[src/rtl/isa_bridge_pkg.sv]
package isa_bridge_pkg;

  typedef enum logic {
    CYC_IDLE   = 1'b0,
    CYC_ACTIVE = 1'b1
  } cyc_state_t;

  typedef struct packed {
    logic launch;     // start an ISA cycle
    logic launch_rd;  // started cycle is a read
    logic hold_wr;    // load holding register from host
    logic hold_rd;    // return holding register to host
  } host_cmd_t;

endpackage

[src/rtl/host_cmd_decode.sv]
module host_cmd_decode
  import isa_bridge_pkg::*;
(
  input  logic      sel_lo,
  input  logic      sel_hi,
  input  logic      rd,
  input  logic      busy,
  output host_cmd_t cmd
);

  always_comb begin
    cmd = '0;
    if (!busy) begin
      if (sel_lo) begin
        // low access has priority over a simultaneous high access
        cmd.launch    = 1'b1;
        cmd.launch_rd = rd;
      end else if (sel_hi) begin
        cmd.hold_wr = !rd;
        cmd.hold_rd = rd;
      end
    end
  end

endmodule

[src/rtl/isa_cycle_ctrl.sv]
module isa_cycle_ctrl
  import isa_bridge_pkg::*;
#(
  parameter int STROBE_CYC = 3
) (
  input  logic clk,
  input  logic rst,
  input  logic start,
  input  logic start_rd,
  input  logic ready,
  output logic busy,
  output logic finish,
  output logic rd_stb,
  output logic wr_stb,
  output logic stall
);

  localparam int CNT_W = (STROBE_CYC > 1) ? $clog2(STROBE_CYC) : 1;
  localparam logic [CNT_W-1:0] LAST = CNT_W'(STROBE_CYC - 1);

  cyc_state_t       state;
  logic [CNT_W-1:0] cnt;

  assign busy   = (state == CYC_ACTIVE);
  assign finish = busy && (cnt == LAST) && ready;

  always_ff @(posedge clk) begin
    if (rst) begin
      state  <= CYC_IDLE;
      cnt    <= '0;
      rd_stb <= 1'b0;
      wr_stb <= 1'b0;
      stall  <= 1'b0;
    end else begin
      case (state)
        CYC_IDLE: begin
          if (start) begin
            state  <= CYC_ACTIVE;
            cnt    <= '0;
            rd_stb <= start_rd;
            wr_stb <= !start_rd;
          end
        end
        CYC_ACTIVE: begin
          if (cnt != LAST) begin
            cnt <= cnt + 1'b1;
          end else if (ready) begin
            state  <= CYC_IDLE;
            rd_stb <= 1'b0;
            wr_stb <= 1'b0;
            stall  <= 1'b0;
          end else begin
            stall <= 1'b1;
          end
        end
        default: state <= CYC_IDLE;
      endcase
    end
  end

endmodule

[src/rtl/isa_data_path.sv]
module isa_data_path
  import isa_bridge_pkg::*;
#(
  parameter int BYTE_W = 8
) (
  input  logic                clk,
  input  logic                rst,
  input  host_cmd_t           cmd,
  input  logic                finish,
  input  logic                cyc_is_rd,
  input  logic [BYTE_W-1:0]   host_din,
  input  logic [2*BYTE_W-1:0] bus_in,
  output logic [BYTE_W-1:0]   host_dout,
  output logic [2*BYTE_W-1:0] bus_out,
  output logic                bus_oe
);

  logic [BYTE_W-1:0] hold_q;

  // holding register: host load or capture of the ISA upper byte
  always_ff @(posedge clk) begin
    if (rst) begin
      hold_q <= '0;
    end else if (finish && cyc_is_rd) begin
      hold_q <= bus_in[2*BYTE_W-1:BYTE_W];
    end else if (cmd.hold_wr) begin
      hold_q <= host_din;
    end
  end

  // host read data
  always_ff @(posedge clk) begin
    if (rst) begin
      host_dout <= '0;
    end else if (finish && cyc_is_rd) begin
      host_dout <= bus_in[BYTE_W-1:0];
    end else if (cmd.hold_rd) begin
      host_dout <= hold_q;
    end
  end

  // ISA drive word and enable
  always_ff @(posedge clk) begin
    if (rst) begin
      bus_out <= '0;
      bus_oe  <= 1'b0;
    end else if (cmd.launch) begin
      if (!cmd.launch_rd) begin
        bus_out <= {hold_q, host_din};
      end
      bus_oe <= !cmd.launch_rd;
    end else if (finish) begin
      bus_oe <= 1'b0;
    end
  end

endmodule

[src/rtl/isa_wide_bridge.sv]
module isa_wide_bridge
  import isa_bridge_pkg::*;
#(
  parameter int BYTE_W     = 8,
  parameter int STROBE_CYC = 3
) (
  input  logic                clk,
  input  logic                rst,
  input  logic                host_sel_lo,
  input  logic                host_sel_hi,
  input  logic                host_rd,
  input  logic [BYTE_W-1:0]   host_din,
  output logic [BYTE_W-1:0]   host_dout,
  output logic                host_stall,
  output logic                isa_rd,
  output logic                isa_wr,
  input  logic                isa_ready,
  input  logic [2*BYTE_W-1:0] isa_d_in,
  output logic [2*BYTE_W-1:0] isa_d_out,
  output logic                isa_d_oe
);

  host_cmd_t cmd;
  logic      busy;
  logic      finish;

  host_cmd_decode u_decode (
    .sel_lo (host_sel_lo),
    .sel_hi (host_sel_hi),
    .rd     (host_rd),
    .busy   (busy),
    .cmd    (cmd)
  );

  isa_cycle_ctrl #(
    .STROBE_CYC (STROBE_CYC)
  ) u_ctrl (
    .clk      (clk),
    .rst      (rst),
    .start    (cmd.launch),
    .start_rd (cmd.launch_rd),
    .ready    (isa_ready),
    .busy     (busy),
    .finish   (finish),
    .rd_stb   (isa_rd),
    .wr_stb   (isa_wr),
    .stall    (host_stall)
  );

  isa_data_path #(
    .BYTE_W (BYTE_W)
  ) u_data (
    .clk       (clk),
    .rst       (rst),
    .cmd       (cmd),
    .finish    (finish),
    .cyc_is_rd (isa_rd),
    .host_din  (host_din),
    .bus_in    (isa_d_in),
    .host_dout (host_dout),
    .bus_out   (isa_d_out),
    .bus_oe    (isa_d_oe)
  );

endmodule

[config.mk]
export PLATFORM = sky130hd
export DESIGN_NAME = isa_wide_bridge
export DESIGN_NICKNAME = d
export VERILOG_FILES = /design/src/rtl/isa_bridge_pkg.sv /design/src/rtl/host_cmd_decode.sv /design/src/rtl/isa_cycle_ctrl.sv /design/src/rtl/isa_data_path.sv /design/src/rtl/isa_wide_bridge.sv
export SDC_FILE = /design/constraint.sdc
export NUM_CORES = 1
export LEC_CHECK = 0
export ABC_AREA = 1
export ABC_CLOCK_PERIOD_IN_PS = 2450
export BUFFER_PORTS_ARGS = -buffer_cell sky130_fd_sc_hd__buf_2
export CAP_MARGIN = 10
export CORE_UTILIZATION = 53
export DETAILED_ROUTE_END_ITERATION = 8
export PLACE_DENSITY = 0.84
export SYNTH_ARGS = -nofsm -noshare
export SYNTH_HDL_FRONTEND = slang
export SYNTH_SLANG_ARGS = --single-unit
export TNS_END_PERCENT = 20
[constraint.sdc]
create_clock -name clk -period 2.45 [get_ports clk]
set_clock_uncertainty 0.2 [all_clocks]
set_input_delay 0.1225 -clock clk [delete_from_list [all_inputs] [get_ports clk]]
set_output_delay 0.1225 -clock clk [all_outputs]
set_load 0.05 [all_outputs]
=== Word-level counts from Yosys, hierarchy flattened ===
Index checks and enable logic that the tools add are counted.

* Add/sub/neg operators: 1
* Eq/ne operators: 6
* Muxes and demuxes: 23
* Bitwise logic cells: 3
* Reduce and logical (&&, ||, !) cells: 12

{| class="wikitable"
|+ Operators with widths
! kind !! number
|-
| $mux W8 || 4
|-
| $mux W2 || 5
|-
| $ne A2 B2 Y1 const B || 5
|-
| $mux W1 || 9
|-
| $pmux W1 S2 || 3
|-
| $reduce_and A2 Y1 || 3
|-
| $reduce_bool A2 Y1 || 3
|-
| $mux W4 || 1
|-
| $pmux W2 S2 || 1
|-
| $logic_and A1 B1 Y1 || 3
|-
| $not A1 Y1 || 3
|-
| $reduce_and A3 Y1 || 1
|-
| $add A2 B1 Y2 const B || 1
|-
| $eq A2 B2 Y1 const B || 1
|-
| $logic_not A1 Y1 || 2
|}

* Bits in registers: 39
* Bits of input ports: 30
* Output and inout bits: 28
* Word-level logic and storage cells: 54

=== Longest topological paths before layout ===
* Word-level depth: 7
* Depth in mapped cells: 8
* Mapped depth without buffers: 8

=== Cells and area by module ===
From an unflattened synthesis, not the netlist that was laid out.

* Cell total of the unflattened synthesis: 267
* Area total of the unflattened synthesis: 1948.1 um^2

{| class="wikitable"
|+ By module, submodules not included
! module !! instances !! cells an instance !! area an instance (um^2) !! seq. area each (um^2)
|-
| isa_data_path || 1 || 217 || 1604.0 || 660.6
|-
| isa_cycle_ctrl || 1 || 40 || 301.5 || 120.1
|-
| host_cmd_decode || 1 || 10 || 42.5 || 0.0
|}

=== Least setup slack after synthesis ===
OpenSTA, ideal clock, no wires.

* Path type: reg2reg
* Start point: register u_ctrl.rd_stb
* End point: register u_data.host_dout[0]
* Setup time: 128 ps
* Arrival time: 1434 ps
* Data required time: 2122 ps
* Path slack: 688 ps
* Cell stages (with the launch flop): 7
* Buffers on the path: 1
* Period minus slack after synthesis: 1762 ps
* Path through: dfxtp_1 -> buf_4 -> nand4_2 -> nand2_1 -> nor2_1 -> nor2_1 -> nor2_1

* Longest elaborated chain between the ends: 2
* Elaborated cells on any way between the ends: 3
* Classes of those cells: 1 x mux; 2 x reduce/logical

{| class="wikitable"
|+ RTL lines
! what !! line !! source
|-
| start, declared || isa_cycle_ctrl.sv:13 || <nowiki>output logic rd_stb,</nowiki>
|-
| start signal, assigned || isa_cycle_ctrl.sv:40 || <nowiki>rd_stb <= start_rd;</nowiki>
|-
| $logic_and A1 B1 Y1 (*) || isa_data_path.sv:35 || <nowiki>end else if (finish && cyc_is_rd) begin</nowiki>
|-
| $mux W8 / $reduce_bool A2 Y1 (equally long branches) || - ||
|-
| end signal, assigned || isa_data_path.sv:36 || <nowiki>host_dout <= bus_in[BYTE_W-1:0];</nowiki>
|-
| end signal, assigned || isa_data_path.sv:38 || <nowiki>host_dout <= hold_q;</nowiki>
|-
| end, declared || isa_data_path.sv:13 || <nowiki>output logic [BYTE_W-1:0] host_dout,</nowiki>
|}

Mark *: on every way between the ends. The rest lies on a longest branch, timed or not.
A chain may end at the register's enable or synchronous reset.

=== Worst setup path after layout ===
* Start point: register u_ctrl.cnt[0]
* End point: register u_data.hold_q[4]

* Longest elaborated chain between the ends: 5
* Elaborated cells on any way between the ends: 6
* Classes of those cells: 1 x eq/ne; 1 x mux; 4 x reduce/logical

{| class="wikitable"
|+ RTL lines
! what !! line !! source
|-
| start, declared || isa_cycle_ctrl.sv:22 || <nowiki>logic [CNT_W-1:0] cnt;</nowiki>
|-
| start signal, assigned || isa_cycle_ctrl.sv:46 || <nowiki>cnt <= cnt + 1'b1;</nowiki>
|-
| $eq A2 B2 Y1 (*) || isa_cycle_ctrl.sv:25 || <nowiki>assign finish = busy && (cnt == LAST) && ready;</nowiki>
|-
| $logic_and A1 B1 Y1 (*) (2 in series) || isa_cycle_ctrl.sv:25 ||
|-
| $logic_and A1 B1 Y1 (*) || isa_data_path.sv:24 || <nowiki>end else if (finish && cyc_is_rd) begin</nowiki>
|-
| $mux W8 / $reduce_bool A2 Y1 (equally long branches) || - ||
|-
| end signal, assigned || isa_data_path.sv:25 || <nowiki>hold_q <= bus_in[2*BYTE_W-1:BYTE_W];</nowiki>
|-
| end signal, assigned || isa_data_path.sv:27 || <nowiki>hold_q <= host_din;</nowiki>
|-
| end, declared || isa_data_path.sv:18 || <nowiki>logic [BYTE_W-1:0] hold_q;</nowiki>
|}

Marks and branches as above.

==> impl_metrics.yaml <==
place:
  port_buffers: 57
  gp_congestion: 0.797
  hpwl_mm: 2.55
  place_ws_ns: 0.499
  dp_cells: 325
timing:
  setup_tns_ns: 0
  fmax_mhz: 443
  setup_ws_ns: 0.191
  period_minus_slack_ns: 2.26
  slew_headroom_pct: 68.1
  worstMarginPinSlew_ns: 0.478
  finalMaxSlewViolations: 0
  holdWs_ns: -0.0180
  hold_viol: 1
  finalCritPeriodShare_pct: 92.2
  setup_viol: 0
synth:
  post-synth-top-count-cell: "inv_1"
  postSynth.topFlopCell: "dfxtp_1"
  synth-seq-cells: 39
  synth_common_cells: "41 x inv_1, 39 x dfxtp_1, 32 x nand3_1, 28 x a21oi_1, 28 x nor2_1"
  seq_area_frac_synth_pct: 46.7
  synth_area_um2: 1670
  syn_inst: 231
  async_reset_ff_share_pct: 0
  synthDistinctLibCells: 18
  synth_edf_count: 0
  syn_nets: 262
  synth.area.top_cells: "dfxtp_1 47%, nand3_1 9.6%, inv_1 9.2%, a21oi_1 8.4%, o21ai_0 7.2%"
  yosysTopAreaCellShare_pct: 46.7
  synth_area_leader_cell: "dfxtp_1"
  avgSynthCellArea_um2: 7.23
  yosys_warnings: 0
routing:
  dr_total_vias: 1801
  drt_iter0_drc: 47
  antenna_left: 0
  drtPass1Iterations: 4
  wire_per_inst_um: 11.7
  drc: 0
  viasPerCell: 4.89
  drt_wl_total_mm: 4.31
run:
  maxCapViolations: 0
hold_path:
  whs_endpoint: "u_ctrl.stall$_SDFFE_PP0N_"
  hp-class: "input port to register"
  min-delay-start: "isa_ready"
  min_delay_path_depth: 4
floorplanning:
  initial_utilization_pct: 55.2
  io_pins: 58
  fp.coreArea_um2: 3030
  rows: 20
  die-area_um2: 3380
  dieWidth_um: 58.1
  die_h_um: 58.1
setup_path:
  r2r-start: "u_ctrl.cnt[0]$_SDFFE_PP0P_"
  critPathKind: "register to register"
  reg2reg_depth: 7
  critPathLaunchType: "register"
  crit_fanout: 18
  reg2reg_to: "u_data.hold_q[4]$_SDFFE_PP0P_"
  worst-endpoint-required_ns: 2.56
  regToRegSetupSlack_ns: 0.19
  arrival_ns: 2.37
  worstSetupEndpointType: "register"
cells_and_area:
  diodes: 0
  post-route-util_pct: 79.5
  area_growth_pct: 44.0
  final_layout_size_suffix_gt1_share_pct: 23.1
  layoutNonFillerInstCount: 368
  nNetsFinal: 355
global_routing:
  grt_max_degree: 23
  track_usage_pct: 28.4
  grt_pass1_vias: 1749
  grt_remaining_overflow: 0
  grt_pass1_wl_mm: 7.29
  antenna_found_initial: 0
clocking:
  clock_sinks: 39
  clockRootBuffer: "clkbuf_4"
  cts_buffers: 5
  clk_pin_slew_ns: 0.11
  clk_latency_ns: 0.36
  cts_tree: "built"
  clockBufferDepth: 2
  htreeDepth: 2
run_status:
  status: "finished, violations left"
  violations: "negative hold slack"
power_and_ir_drop:
  irDropWorstVdd_uv: 391
  power_leakage_nw: 1.16
  finalPower_w: 0.00126
  p_per_area_nw_per_um2: 523
[logic make-up after synthesis]
kind of cell	share of synthesized area, %
AND/OR/NAND/NOR	23.8
AO/OA/AOI/OAI	16.5
buffers and inverters	12.2
flip-flops	46.7
adder cells (fa/ha/maj)	0.749
[worst max-delay path, cell delays in order (launching register included)]
cell           delay, ns
dfxtp_1             0.33
inv_1               0.07
ha_1                0.24
nand4_4             0.29
nand2_2             0.24
nand3_1             0.13
a21oi_1             0.15
dlygate4sd3_1       0.55
[how the worst max path moves through the flow]
stage                                          start                                to  slack [ns]  depth (start not counted)
after floorplan           u_ctrl.rd_stb$_SDFFE_PP0P_  u_data.host_dout[0]$_SDFFE_PP0P_        0.69                          6
after global placement    u_ctrl.cnt[0]$_SDFFE_PP0P_  u_data.host_dout[2]$_SDFFE_PP0P_        0.56                          7
after detailed placement  u_ctrl.cnt[0]$_SDFFE_PP0P_  u_data.host_dout[7]$_SDFFE_PP0P_        0.50                          7
after CTS                 u_ctrl.cnt[0]$_SDFFE_PP0P_     u_data.hold_q[5]$_SDFFE_PP0P_        0.09                          7
after global routing      u_ctrl.cnt[0]$_SDFFE_PP0P_     u_data.hold_q[4]$_SDFFE_PP0P_      -0.004                          7
final                     u_ctrl.cnt[0]$_SDFFE_PP0P_     u_data.hold_q[4]$_SDFFE_PP0P_        0.19                          7
[repair_timing]
| item | 4_1_cts | 5_1_grt |
|---|---|---|
| hold buffers | 35 | 0 |
| buffers inserted | 0 | 1 |
| hold endpoints to repair | 27 | 0 |
| setup endpoints to repair | 0 | 6 |
| resized for setup | 0 | 1 |
[cells in the final DEF (no fill, tap or decap)]
cell type       n
dlygate4sd3_1  35
buf_4           4
buf_2          57
dfxtp_1        39
clkbuf_4        5
clkinv_2        1
a21oi_1        28
nand3_1        32
nor2_1         28
clkbuf_8        1
nand4_4         1
nor2_4          1
nor3_1          2
nand2_2         1
nand2_1        16
inv_1          41
nand3_2         2
nor2_2          2
o21ai_0        24
o21ai_1         3
ha_1            1
[routing by layer]
| layer | global-route usage [%] | wire length [µm] | part of all wire [%] | vias to the layer above |
|---|---|---|---|---|
| met1 | 32.7 | 1870 | 44 | 796 |
| met4 | 10.9 | 86 | 2.0 | 0 |
| li1 | - | - | - | 930 |
| met2 | 50.6 | 2100 | 49 | 64 |
| met3 | 6.70 | 244 | 5.7 | 11 |
| met5 | 0 | 0 | 0 | - |
[registers in the layout, summed over array words and instances (netlist names)]
name              count
u_data.bus_out       16
u_data.host_dout      8
u_ctrl.cnt            2
u_data.bus_oe         1
u_data.hold_q         8
u_ctrl.wr_stb         1
u_ctrl.busy           1
u_ctrl.stall          1
u_ctrl.rd_stb         1
[report_power, final]
group / switching [W] / leakage, nW / internal, W
logic: 0.000154 / 0.812 / 0.0000912
clock network: 0.000205 / 0.0341 / 0.000133
registers: 0.0000151 / 0.318 / 0.000661
[through the flow]
| step | hold WS (ns) | instance area (µm²) |
|---|---|---|
| 2_1_floorplan | 0.00181 | 1670 |
| 3_3_place_gp | 0.176 | 1980 |
| 3_5_place_dp | 0.187 | 1980 |
| 4_1_cts | 0.00811 | 2390 |
| 5_1_grt | 0.0318 | 2410 |
| 6_report | -0.0180 | 2410 |
[layout make-up]
cell class,count,area [µm²]
clock buffer,6,51.3
inverter,41,154
multi-input combinational,141,694
timing repair buffer,96,666
tap,44,55.1
clock inverter,1,5.00
fill,220,622
sequential,39,781
(Power assumes the default switching activity.)
